$ cat src/rtl/capcmp_pkg.sv
package capcmp_pkg;

    typedef enum logic [1:0] {
        MODE_CAPTURE    = 2'b00,
        MODE_COMPARE    = 2'b01,
        MODE_PWM_EDGE   = 2'b10,
        MODE_PWM_CENTER = 2'b11
    } ch_mode_e;

    typedef enum logic [1:0] {
        TRIG_NONE = 2'b00,
        TRIG_RISE = 2'b01,
        TRIG_FALL = 2'b10,
        TRIG_BOTH = 2'b11
    } trig_sel_e;

    typedef struct packed {
        logic capture;
        logic match;
    } ch_event_t;

    // Decides whether a synchronized level pair forms a selected transition.
    function automatic logic trig_hit(trig_sel_e sel, logic now_lvl, logic old_lvl);
        logic rise;
        logic fall;
        rise = now_lvl & ~old_lvl;
        fall = ~now_lvl & old_lvl;
        case (sel)
            TRIG_RISE: return rise;
            TRIG_FALL: return fall;
            TRIG_BOTH: return rise | fall;
            default:   return 1'b0;
        endcase
    endfunction

endpackage

$ cat src/rtl/capcmp_pin_sync.sv
module capcmp_pin_sync
    import capcmp_pkg::*;
#(
    parameter int STAGES = 2
) (
    input  logic      clk,
    input  logic      rst,
    input  logic      pin_async,
    input  trig_sel_e sel,
    output logic      trig
);
    localparam int CHAIN = STAGES + 1;

    logic [CHAIN-1:0] chain;

    generate
        for (genvar i = 0; i < CHAIN; i++) begin : g_stage
            if (i == 0) begin : g_first
                always_ff @(posedge clk) begin
                    if (rst) chain[i] <= 1'b0;
                    else     chain[i] <= pin_async;
                end
            end else begin : g_next
                always_ff @(posedge clk) begin
                    if (rst) chain[i] <= 1'b0;
                    else     chain[i] <= chain[i-1];
                end
            end
        end
    endgenerate

    // Last synchronized level versus the one kept for edge history.
    always_comb trig = trig_hit(sel, chain[STAGES-1], chain[STAGES]);

endmodule

$ cat src/rtl/capcmp_out_ctl.sv
module capcmp_out_ctl
    import capcmp_pkg::*;
#(
    parameter int CW = 16
) (
    input  logic          clk,
    input  logic          rst,
    input  ch_mode_e      mode,
    input  logic [CW-1:0] cnt_value,
    input  logic          cnt_down,
    input  logic [CW-1:0] ch_value,
    output logic          match,
    output logic          pin_out
);
    localparam logic [CW-1:0] ZERO = '0;

    logic pin_q;
    logic pin_d;

    always_comb match = (cnt_value == ch_value);

    always_comb begin
        pin_d = pin_q;
        case (mode)
            MODE_COMPARE: begin
                if (match) pin_d = ~pin_q;
            end
            MODE_PWM_EDGE: begin
                if (match)                   pin_d = 1'b0;
                else if (cnt_value == ZERO)  pin_d = 1'b1;
            end
            MODE_PWM_CENTER: begin
                if (match) pin_d = cnt_down;
            end
            default: pin_d = pin_q;
        endcase
    end

    always_ff @(posedge clk) begin
        if (rst) pin_q <= 1'b0;
        else     pin_q <= pin_d;
    end

    assign pin_out = pin_q;

endmodule

$ cat src/rtl/capcmp_flag.sv
module capcmp_flag
    import capcmp_pkg::*;
#(
    parameter int CW = 16
) (
    input  logic          clk,
    input  logic          rst,
    input  ch_event_t     evt,
    input  logic          clr,
    input  logic [CW-1:0] cnt_value,
    output logic          flag,
    output logic [CW-1:0] cap_value
);
    logic set;

    always_comb set = evt.capture | evt.match;

    always_ff @(posedge clk) begin
        if (rst) begin
            flag      <= 1'b0;
            cap_value <= '0;
        end else begin
            flag <= set | (flag & ~clr);
            if (evt.capture) cap_value <= cnt_value;
        end
    end

endmodule

$ cat src/rtl/capcmp_channel.sv
module capcmp_channel
    import capcmp_pkg::*;
#(
    parameter int CW          = 16,
    parameter int SYNC_STAGES = 2
) (
    input  logic          clk,
    input  logic          rst,
    input  logic [CW-1:0] cnt_value,
    input  logic          cnt_down,
    input  logic [1:0]    mode,
    input  logic [1:0]    edge_sel,
    input  logic [CW-1:0] ch_value,
    input  logic          irq_en,
    input  logic          flag_clr,
    input  logic          pin_in,
    output logic          pin_out,
    output logic [CW-1:0] cap_value,
    output logic          flag,
    output logic          irq
);
    ch_mode_e  mode_e;
    trig_sel_e sel_e;
    logic      trig;
    logic      match;
    ch_event_t evt;

    always_comb begin
        mode_e = ch_mode_e'(mode);
        sel_e  = trig_sel_e'(edge_sel);
    end

    capcmp_pin_sync #(.STAGES(SYNC_STAGES)) u_sync (
        .clk      (clk),
        .rst      (rst),
        .pin_async(pin_in),
        .sel      (sel_e),
        .trig     (trig)
    );

    capcmp_out_ctl #(.CW(CW)) u_out (
        .clk      (clk),
        .rst      (rst),
        .mode     (mode_e),
        .cnt_value(cnt_value),
        .cnt_down (cnt_down),
        .ch_value (ch_value),
        .match    (match),
        .pin_out  (pin_out)
    );

    always_comb begin
        evt.capture = (mode_e == MODE_CAPTURE) & trig;
        evt.match   = (mode_e != MODE_CAPTURE) & match;
    end

    capcmp_flag #(.CW(CW)) u_flag (
        .clk      (clk),
        .rst      (rst),
        .evt      (evt),
        .clr      (flag_clr),
        .cnt_value(cnt_value),
        .flag     (flag),
        .cap_value(cap_value)
    );

    assign irq = flag & irq_en;

endmodule

$ cat config.mk
export PLATFORM = sky130hd
export DESIGN_NAME = capcmp_channel
export DESIGN_NICKNAME = d
export VERILOG_FILES = /design/src/rtl/capcmp_pkg.sv /design/src/rtl/capcmp_pin_sync.sv /design/src/rtl/capcmp_out_ctl.sv /design/src/rtl/capcmp_flag.sv /design/src/rtl/capcmp_channel.sv
export SDC_FILE = /design/constraint.sdc
export NUM_CORES = 1
export LEC_CHECK = 0
export BUFFER_PORTS_ARGS = -buffer_cell sky130_fd_sc_hd__buf_2
export CORE_ASPECT_RATIO = 0.8
export CORE_MARGIN = 5
export CORE_UTILIZATION = 47
export CTS_CLUSTER_SIZE = 14
export DETAILED_ROUTE_END_ITERATION = 8
export MAX_ROUTING_LAYER = met4
export PLACE_DENSITY = 0.93
export SETUP_SLACK_MARGIN = 0.02
export SYNTH_ARGS = -nofsm -noshare
export SYNTH_HDL_FRONTEND = slang
export SYNTH_SLANG_ARGS = --single-unit
$ cat constraint.sdc
create_clock -name clk -period 4.8 [get_ports clk]
set_input_delay 0.96 -clock clk [delete_from_list [all_inputs] [get_ports clk]]
set_output_delay 0.96 -clock clk [all_outputs]
set_load 0.02 [all_outputs]
[Word level (Yosys, flattened, before mapping)]
Cells that the tools add are included.
Word-level totals
  latch bits: 0
  word-level logic and storage cells: 40
  memory bits (read-only): 0
  register bits: 21
  memories kept: 0
  input port bits: 42
  output and inout bits: 19
  memory bits (writable): 0
Cells by class
  equality and inequality tests: 10
  magnitude comparators: 0
  divide/modulo/power cells: 0
  multipliers: 0
  bitwise operators: 13
  multiplexer cells: 6
  $add $sub $neg: 0
  reduce and logical (&&, ||, !) cells: 5
  shifts and indexed selects: 0
Operators by type and width (count)
  $eq A16 B16 Y1: 1
  $logic_not A16 Y1: 1
  $eq A2 B2 Y1 const B: 4
  $and A1 B1 Y1: 6
  $pmux W1 S3: 2
  $eq A2 B1 Y1 const B: 2
  $mux W1: 4
  $ne A2 B2 Y1 const B: 2
  $not A1 Y1: 4
  $reduce_and A4 Y1: 1
  $ne A3 B2 Y1 const B: 1
  $or A1 B1 Y1: 3
  $reduce_bool A3 Y1: 1
  $logic_not A2 Y1: 1
  $reduce_bool A2 Y1: 1

[Longest topological paths before layout]
Gate-level depths: netlist of the first run.
  word-level depth: 7
  mapped depth: 8
  gate-level depth less buffers: 7

[Hierarchy]
From an unflattened synthesis of the first run, not the netlist that was laid out.
Unflattened totals
  cells, all modules: 107
  area total of the unflattened synthesis: 1056.0 um^2
Modules (own cells, without submodules)
  capcmp_flag: times used 1, seq. area each 340.3 um^2, area an instance 616.8 um^2, cells an instance 56
  capcmp_out_ctl: times used 1, seq. area each 20.0 um^2, area an instance 277.8 um^2, cells an instance 33
  capcmp_pin_sync: times used 1, seq. area each 60.1 um^2, area an instance 135.1 um^2, cells an instance 15
  capcmp_channel: times used 1, seq. area each 0.0 um^2, area an instance 26.3 um^2, cells an instance 3

[Least setup slack after synthesis of the first run]
Ideal clock, no wire load.
  kind: input to output
  start: in irq_en
  end: out irq
  arrival time: 1170 ps
  data required time: 3840 ps
  path slack: 2670 ps
  path buffers: 0
  stages on the path: 1
  path through: and2_1
On the way
  longest elaborated chain between the ends: 1
Ends and longest elaborated chain
  start: declaration: line capcmp_channel.sv:14  | input logic irq_en,
  $and A1 B1 Y1: line capcmp_channel.sv:67  | assign irq = flag & irq_en;
  end: declaration: line capcmp_channel.sv:20  | output logic irq
No other way between the ends.

[Worst setup path after layout of the first run]
Same ends and word-level chain as after synthesis.

==> flow_metrics.py, run 1 <==
metrics = {
    "cells_and_area": {
        "fin_util_pct": 65.8,
        "area_growth_pct": 29.3,
        "multi_input_area_sq_um": 657,
        "final_common_cell": "buf_2",
        "final_nets": 224,
        "regArea_sq_um": 420,
        "antenna_cells": 0,
        "n_fill_cell": 173,
        "drive_above_1_share_pct": 38.9,
        "final_cell_mix": "buf_2 (60), dfxtp_1 (21), nor2_1 (19), mux2i_1 (17), xnor2_1 (16)",
    },
    "power": {
        "p_comb_share_pct": 19.8,
        "power_w": 0.000329,
        "intPower_w": 0.000242,
        "p_clk_share_pct": 25.5,
        "vdd_ir_drop_max_v": 0.000158,
        "p_sw_share_pct": 26.4,
        "p_leak_nw": 0.658,
        "p_sw_w": 0.0000868,
        "seqPwrFrac_pct": 54.7,
        "p_per_area_nw_per_um2": 225,
    },
    "yosys": {
        "async_reset_ff_share_pct": 0,
        "ys_warn_count": 0,
        "netlist_area_sq_um": 1130,
        "synth_cell_types": 24,
        "synth_area_per_cell_sq_um": 9.89,
        "synth_seq_cells": 21,
        "yosysSeqAreaShare_pct": 37.3,
        "synth-edff-count": 0,
        "syn_nets": 162,
        "syn_inst": 114,
        "ys.flop_type": "dfxtp_1",
    },
    "sta": {
        "slew_violations": 0,
        "tightest_slew_ps": 685,
        "relSlewSlack_pct": 54.3,
        "timing.fmax_mhz": 439,
        "finalHoldViolCount": 0,
        "setup_viol": 0,
        "min_period_ps": 2280,
        "setup_tns_ps": 0,
        "finClkSkew_ps": 5.77,
        "period_share_pct": 47.5,
        "rsz0062_at_grt": "no",
    },
    "drt": {
        "via_per_inst": 5.16,
        "wl_per_cell_um": 13.8,
        "drtIter0Drc": 22,
        "ant_nets": 0,
        "drcViolationCount": 0,
        "wl_um": 2750,
        "dr.pass1.iters": 4,
        "num_vias": 1032,
    },
    "place": {
        "place.gp.congestion": 0.845,
        "portBuffers": 60,
    },
    "clock_network": {
        "cts_made_buffers": 3,
        "cts_max_level": 1,
        "hold_buffers": 0,
        "cts_num_sinks": 21,
        "cts_buffer_depth": 2,
        "root_buffer": "clkbuf_4",
        "clk_latency_ps": 300,
        "cts_tree": "done",
        "cts_setup_buffers": 0,
        "cts_resized": 0,
        "clk_pin_slew_ps": 120,
    },
    "global_route": {
        "grt_max_degree": 22,
        "grt_pass1_wl_um": 4540,
        "grt_use_total_pct": 17.1,
        "gr-total-overflow": 0,
        "grt_antenna_before_repair": 0,
        "grt_pass1_vias": 1116,
    },
    "die": {
        "start_util_pct": 50.9,
        "die_w_um": 64.8,
        "fp.coreArea_sq_um": 2210,
        "num_rows": 15,
        "dieArea_sq_um": 3480,
        "io_pins": 61,
        "die_y_um": 53.8,
    },
    "worst_setup_path": {
        "critPathLaunchType": "primary input",
        "cp_cell_sequence": "buf_2 -> and2_1 -> buf_2",
        "arrival_ps": 1320,
        "slowest_delay_ps": 150,
        "cp-startpoint": "irq_en",
        "reg2reg_to": "u_flag.cap_value[12]",
        "critPathKind": "in2out",
        "crit_path_frequent_cell": "buf_2",
        "r2r_cells": 7,
        "cp_top_family": "buffers and inverters",
        "endpoint_kind": "output pin",
        "critical_path_depth": 3,
        "crit-reg2reg-launch": "u_sync.chain[1]",
        "critPathBufInv": 2,
        "cp.required_ps": 3840,
        "r2r_setup_slack_ps": 2820,
        "path_max_fanout": 1,
        "slowest_stage": "buf_2",
    },
    "hold_path": {
        "hold_path_end": "u_sync.chain[1]",
        "hold_depth": 1,
        "hp-class": "reg2reg",
        "hold_start": "u_sync.chain[0]",
    },
    "run_status": {
        "status": "finished, final reports clean",
    },
    "flow_run": {
        "cap_violations": 0,
    },
}
[layer usage]
metal  global-route usage (%)  vias up  routed length [um]
met4                     6.67        0                  38
met2                     29.7       47                1320
met5                        -        -                   0
met1                     20.0      469                1180
met3                     3.13        4                 212
li1                         -      512                   -
[power groups by stage]
stage | Clock [W] | Sequential (W) | Combinational (W)
2_1_floorplan | 0 | 0.000186 | 0.0000315
3_3_place_gp | 0 | 0.000183 | 0.0000626
3_5_place_dp | 0 | 0.000184 | 0.0000650
4_1_cts | 0.0000867 | 0.000180 | 0.0000653
5_1_grt | 0.0000930 | 0.000180 | 0.0000716
6_report | 0.0000838 | 0.000180 | 0.0000651
[state kept, by name, indices dropped and copies added, names as in the netlist]
| signal | cells |
|---|---|
| u_flag.cap_value | 16 |
| u_flag.flag | 1 |
| u_out.pin_out | 1 |
| u_sync.chain | 3 |
[how the worst max path moves through the flow]
stage / to
after floorplan: irq
after global placement: u_flag.cap_value[0]
after detailed placement: u_flag.cap_value[12]
after CTS: irq
after global routing: irq
final: irq
[per-stage QoR]
step	instance area (sq um)	std cells	worst slack (ps)	hold slack, ps
4_1_cts	1460	200	2520	452
5_1_grt	1460	200	2510	482
3_3_place_gp	1430	196	2470	418
6_report	1460	200	2520	449
2_1_floorplan	1130	114	2670	414
3_5_place_dp	1430	196	2410	434
[layout make-up]
type / instances / area share [%]
sequential: 21 / 28.8
timing repair buffer: 60 / 20.6
tap: 25 / 2.15
inverter: 6 / 1.55
clock buffer: 4 / 1.80
multi-input combinational: 84 / 45.1
[synthesized netlist by cell type (all sizes together), types with 2 or more instances]
cell / count / area (sq um)
inv: 6 / 22.5
o21ai: 3 / 22.5
dfxtp: 21 / 420
mux2i: 17 / 170
ha: 6 / 75.1
clkbuf: 2 / 7.51
nor2b: 3 / 18.8
xnor2: 16 / 140
nor4: 5 / 46.3
nor2: 19 / 71.3
nand4: 5 / 31.3
[cells by family (layout without fill, tap and decap cells)]
group                      Yosys count  in the layout  share of synthesized area (%)
buffers and inverters                9             70                           4.44
adders and majority gates            6              6                           6.66
DFF                                 21             21                           37.3
xor gates and xnor gates            16             16                           12.4
AOI/OAI and AO/OA                    8              8                           6.55
and+or+nand+nor                     37             37                           17.5
muxes                               17             17                           15.1
Power figures use the tool's default switching activity.
==> inputs of run 2 (changes only) <==
--- a/config.mk
+++ b/config.mk
@@ -8,11 +8,11 @@
 export BUFFER_PORTS_ARGS = -buffer_cell sky130_fd_sc_hd__buf_2
 export CORE_ASPECT_RATIO = 0.8
 export CORE_MARGIN = 5
-export CORE_UTILIZATION = 47
+export CORE_UTILIZATION = 44
 export CTS_CLUSTER_SIZE = 14
 export DETAILED_ROUTE_END_ITERATION = 8
 export MAX_ROUTING_LAYER = met4
-export PLACE_DENSITY = 0.93
+export PLACE_DENSITY = 0.88
 export SETUP_SLACK_MARGIN = 0.02
 export SYNTH_ARGS = -nofsm -noshare
 export SYNTH_HDL_FRONTEND = slang
==> constraint.sdc (replaced) <==
create_clock -name clk -period 2.1 [get_ports clk]
set_input_delay 0.42 -clock clk [delete_from_list [all_inputs] [get_ports clk]]
set_output_delay 0.42 -clock clk [all_outputs]
set_load 0.02 [all_outputs]
==> run 2 against run 1 <==
  * Wire length up 0.55%
  * Die area increased by 5.6%
  * Clock-buffer cell count is the same
  * Power increased by 130%
  * Sequential share of layout area fell by 0.41 points
  * First-iteration DRC count fell by 14%
  * Register-to-register slack worse by 2500 ps
  * Global-route usage fell by 0.81 points
  * Clock skew increased by 0.82 ps
  * Sequential power grew 130%
  * Worst setup slack lost 2200 ps
  * Critical endpoint is now u_flag.cap_value[14]
  * Largest power group unchanged
==> flow_metrics.py, run 2 (same netlist as run 1, synthesis figures left out) <==
metrics = {
    "run_status": {
        "status": "finished, final reports clean",
    },
    "power": {
        "p_clk_share_pct": 25.4,
        "p_leak_nw": 0.664,
        "p_sw_share_pct": 26.2,
        "vdd_ir_drop_max_v": 0.000305,
        "p_sw_w": 0.000196,
        "p_per_area_nw_per_um2": 506,
        "seqPwrFrac_pct": 54.8,
        "intPower_w": 0.000553,
        "p_comb_share_pct": 19.8,
    },
    "clock_network": {
        "cts_setup_buffers": 0,
        "clk_latency_ps": 300,
        "cts_made_buffers": 3,
        "cts_num_sinks": 21,
        "hold_buffers": 0,
        "cts_tree": "done",
        "cts_buffer_depth": 2,
        "cts_max_level": 1,
        "clk_pin_slew_ps": 120,
        "root_buffer": "clkbuf_4",
        "cts_resized": 0,
    },
    "sta": {
        "slew_violations": 0,
        "tightest_slew_ps": 383,
        "min_period_ps": 1760,
        "relSlewSlack_pct": 74.4,
        "finClkSkew_ps": 6.58,
        "layout_setup_ws_ps": 340,
        "setup_viol": 0,
        "rsz0062_at_grt": "no",
        "setup_tns_ps": 0,
        "period_share_pct": 83.8,
        "finalHoldViolCount": 0,
        "timing.fmax_mhz": 568,
    },
    "die": {
        "num_rows": 16,
        "die_w_um": 66.6,
        "io_pins": 61,
        "start_util_pct": 46.2,
        "die_y_um": 55.3,
        "dieArea_sq_um": 3680,
        "fp.coreArea_sq_um": 2440,
    },
    "place": {
        "place.gp.congestion": 0.812,
        "dp_hpwl_um": 2320,
        "place_ws_ps": 354,
        "portBuffers": 60,
    },
    "drt": {
        "drcViolationCount": 0,
        "wl_per_cell_um": 13.0,
        "wl_um": 2770,
        "drtIter0Drc": 19,
        "num_vias": 1022,
        "via_per_inst": 4.82,
        "ant_nets": 0,
        "dr.pass1.iters": 3,
    },
    "worst_setup_path": {
        "arrival_ps": 1940,
        "cp.required_ps": 2280,
        "reg2reg_to": "u_flag.cap_value[14]",
        "endpoint_kind": "flop",
        "crit-reg2reg-launch": "u_sync.chain[1]",
        "r2r_setup_slack_ps": 340,
        "r2r_cells": 8,
        "critPathLaunchType": "flop",
        "critPathKind": "reg2reg",
        "path_max_fanout": 17,
    },
    "hold_path": {
        "hold_depth": 2,
        "hold_start": "pin_in",
        "hp-class": "in2reg",
        "hold_path_end": "u_sync.chain[0]",
    },
    "global_route": {
        "gr-total-overflow": 0,
        "grt_pass1_vias": 1080,
        "grt_max_degree": 22,
        "grt_use_total_pct": 16.3,
        "grt_pass1_wl_um": 4730,
        "grt_antenna_before_repair": 0,
    },
    "cells_and_area": {
        "antenna_cells": 0,
        "final_cell_mix": "buf_2 (60), dfxtp_1 (21), nor2_1 (19), mux2i_1 (17), xnor2_1 (16)",
        "fin_util_pct": 60.6,
        "drive_above_1_share_pct": 39.2,
        "top_regs": "u_flag.cap_value: 16 flops, u_sync.chain: 3 flops",
        "final_nets": 225,
        "area_growth_pct": 31.2,
        "n_fill_cell": 229,
        "final_common_cell": "buf_2",
        "largest_reg_flops": 16,
        "largest-register": "u_flag.cap_value",
    },
    "flow_run": {
        "cap_violations": 0,
    },
}
run 2: power groups by stage:
stage / sequential [W] / clock [W] / combinational, W
after global placement: 0.000419 / 0 / 0.000144
after CTS: 0.000411 / 0.000202 / 0.000150
final: 0.000411 / 0.000190 / 0.000148
after detailed placement: 0.000419 / 0 / 0.000149
after floorplan: 0.000426 / 0 / 0.0000721
after global routing: 0.000412 / 0.000218 / 0.000163
run 2: per-layer routing:
layer	global-route usage (%)	wire (um)	vias to the layer above
li1	-	-	514
met1	20.7	1200	472
met2	27.3	1400	36
met3	2.43	167	0
met4	3.48	0	0
met5	-	0	-
run 2: through the flow:
step                      hold slack, ps  cells  total power (W)  instance area [sq um]
after floorplan                      414    114         0.000498                   1130
after global routing                 343    212         0.000794                   1480
final                                332    212         0.000749                   1480
after CTS                            320    212         0.000762                   1480
after global placement               432    208         0.000563                   1450
after detailed placement             428    208         0.000569                   1450
run 2: cell type report:
type / instances / area [sq um] / share of cell area, %
clock buffers: 4 / 26.3 / 1.78
inverters: 6 / 22.5 / 1.52
multi-input cells: 84 / 657 / 44.4
flip-flops and latches: 21 / 420 / 28.4
well taps: 36 / 45.0 / 3.05
repair buffers: 61 / 308 / 20.8
run 2: worst max path at each step:
stage / to / from / slack [ps] / cells after the start
2_1_floorplan: u_flag.cap_value[1] / u_sync.chain[1] / 390 / 8
3_3_place_gp: u_flag.cap_value[10] / u_sync.chain[1] / 410 / 8
3_5_place_dp: u_flag.cap_value[7] / u_sync.chain[1] / 350 / 8
4_1_cts: u_flag.cap_value[14] / u_sync.chain[1] / 320 / 8
5_1_grt: u_flag.cap_value[8] / u_sync.chain[1] / 200 / 8
6_report: u_flag.cap_value[14] / u_sync.chain[1] / 340 / 8
run 2: critical path: stages (launching register included):
cell and delay (ps):
dfxtp_1 360, inv_1 60, ha_1 270, and2b_1 200, o21ai_2 70, a21oi_4 100
buf_4 290, mux2i_1 220, nor2_1 60
==> inputs of run 3 (changes only) <==
==> constraint.sdc (replaced) <==
create_clock -name clk -period 1.65 [get_ports clk]
set_input_delay 0.33 -clock clk [delete_from_list [all_inputs] [get_ports clk]]
set_output_delay 0.33 -clock clk [all_outputs]
set_load 0.02 [all_outputs]
==> run 3 against run 2 <==
  * Non-clock buffer count rose by 2
  * Combinational power rose by 31%
  * Critical path type unchanged
  * Sequential cell count did not move
  * Worst hold slack got worse by 110 ps
  * Highest routed layer is now met4
  * Global-route usage rose by 0.11 points
==> flow_metrics.py, run 3 (same netlist as run 1, synthesis figures left out) <==
metrics = {
    "sta": {
        "timing.fmax_mhz": 627,
        "finalHoldViolCount": 0,
        "relSlewSlack_pct": 74.5,
        "slew_violations": 0,
        "min_period_ps": 1590,
        "rsz0062_at_grt": "yes",
        "setup_viol": 0,
        "setup_tns_ps": 0,
        "period_share_pct": 96.6,
        "tightest_slew_ps": 382,
        "finClkSkew_ps": 12.6,
    },
    "cells_and_area": {
        "fin_area_sq_um": 1530,
        "final_common_cell": "buf_2",
        "fin_util_pct": 62.7,
        "fin_cells": 214,
        "largest-register": "u_flag.cap_value",
        "final_cell_mix": "buf_2 (60), nor2_1 (19), dfxtp_1 (19), mux2i_1 (16), xnor2_1 (16)",
        "area_growth_pct": 35.7,
        "final_nets": 227,
        "top_regs": "u_flag.cap_value: 16 flops, u_sync.chain: 3 flops",
        "largest_reg_flops": 16,
        "drive_above_1_share_pct": 43.3,
        "antenna_cells": 0,
    },
    "worst_setup_path": {
        "cp.required_ps": 1830,
        "critPathLaunchType": "flop",
        "path_max_fanout": 12,
        "endpoint_kind": "flop",
        "arrival_ps": 1780,
        "critPathKind": "reg2reg",
    },
    "die": {
        "dieArea_sq_um": 3680,
        "fp.coreArea_sq_um": 2440,
        "io_pins": 61,
        "num_rows": 16,
        "die_w_um": 66.6,
        "start_util_pct": 46.2,
        "die_y_um": 55.3,
    },
    "power": {
        "p_per_area_nw_per_um2": 630,
        "seqPwrFrac_pct": 54.3,
        "p_sw_share_pct": 27.0,
        "power_w": 0.000964,
        "p_leak_nw": 0.682,
        "vdd_ir_drop_max_v": 0.000349,
        "intPower_w": 0.000704,
        "p_comb_share_pct": 20.1,
        "p_sw_w": 0.000261,
        "p_clk_share_pct": 25.7,
    },
    "drt": {
        "via_per_inst": 4.80,
        "ant_nets": 0,
        "drtIter0Drc": 23,
        "drcViolationCount": 0,
        "wl_per_cell_um": 13.0,
        "wl_um": 2780,
        "num_vias": 1028,
        "dr.pass1.iters": 4,
    },
    "place": {
        "place_inst": 209,
        "place.gp.congestion": 0.788,
        "placed_area_sq_um": 1490,
        "portBuffers": 60,
        "dp_hpwl_um": 2360,
    },
    "clock_network": {
        "clk_latency_ps": 300,
        "cts_tree": "done",
        "cts_buffer_depth": 2,
        "cts_made_buffers": 3,
        "clk_pin_slew_ps": 130,
        "hold_buffers": 0,
        "cts_max_level": 1,
        "root_buffer": "clkbuf_4",
        "cts_num_sinks": 21,
    },
    "global_route": {
        "grt_max_degree": 22,
        "grt_antenna_before_repair": 0,
        "grt_pass1_wl_um": 4710,
        "grt_use_total_pct": 16.4,
        "gr-total-overflow": 0,
        "grt_pass1_vias": 1089,
    },
    "hold_path": {
        "hp-class": "in2reg",
    },
    "flow_run": {
        "cap_violations": 0,
    },
    "run_status": {
        "status": "finished, final reports clean",
    },
}
==> run 3: worst max-delay path, stage by stage (launching register included) <==
cell	delay, ps
dfxtp_2	360
inv_2	50
ha_4	190
and2b_1	200
o21ai_2	70
a21oi_4	180
buf_12	170
mux2i_1	190
nor2_1	50
==> run 3: per-layer routing <==
metal	vias up	track usage (%)	share of wire, %
li1	520	-	-
met1	469	22.4	45
met2	37	25.3	48
met3	2	2.43	6.3
met4	0	4.35	0.54
met5	-	-	0
==> run 3: power by group through the flow <==
stage	Combinational [W]	Clock (W)	Sequential, W
after floorplan	0.0000924	0	0.000543
after global placement	0.000186	0	0.000534
after detailed placement	0.000193	0	0.000535
after CTS	0.000194	0.000254	0.000524
after global routing	0.000213	0.000275	0.000525
final	0.000194	0.000247	0.000523
==> run 3: through the flow <==
stage / hold WS [ps] / worst slack (ps)
finish: 222 / 55.4
global route: 222 / -42.8
CTS: 216 / 29.8
detailed placement: 443 / 54.8
global placement: 437 / 111
floorplan: 394 / 13.7
==> run 3: area by class of cell <==
type,instances,area (sq um)
timing repair buffer,63,339
sequential,21,423
inverter,6,22.5
clock inverter,1,5.00
clock buffer,3,22.5
multi-input combinational,84,673
fill,229,912
tap,36,45.0
==> run 3: final timing paths <==
kind / end / slack, ps / cells after the start / from
setup reg to reg: u_flag.cap_value[10] / 60 / 8 / u_sync.chain[1]
hold reg to reg: u_sync.chain[1] / 460 / 1 / u_sync.chain[0]
hold / removal: u_sync.chain[0] / 220 / 2 / pin_in
setup / recovery: u_flag.cap_value[10] / 60 / 8 / u_sync.chain[1]
==> run 3: repair_timing <==
item                                    in CTS  in global routing
setup buffers                                0                  1
endpoints found under the setup margin       0                 16
gates resized for setup                      0                  2
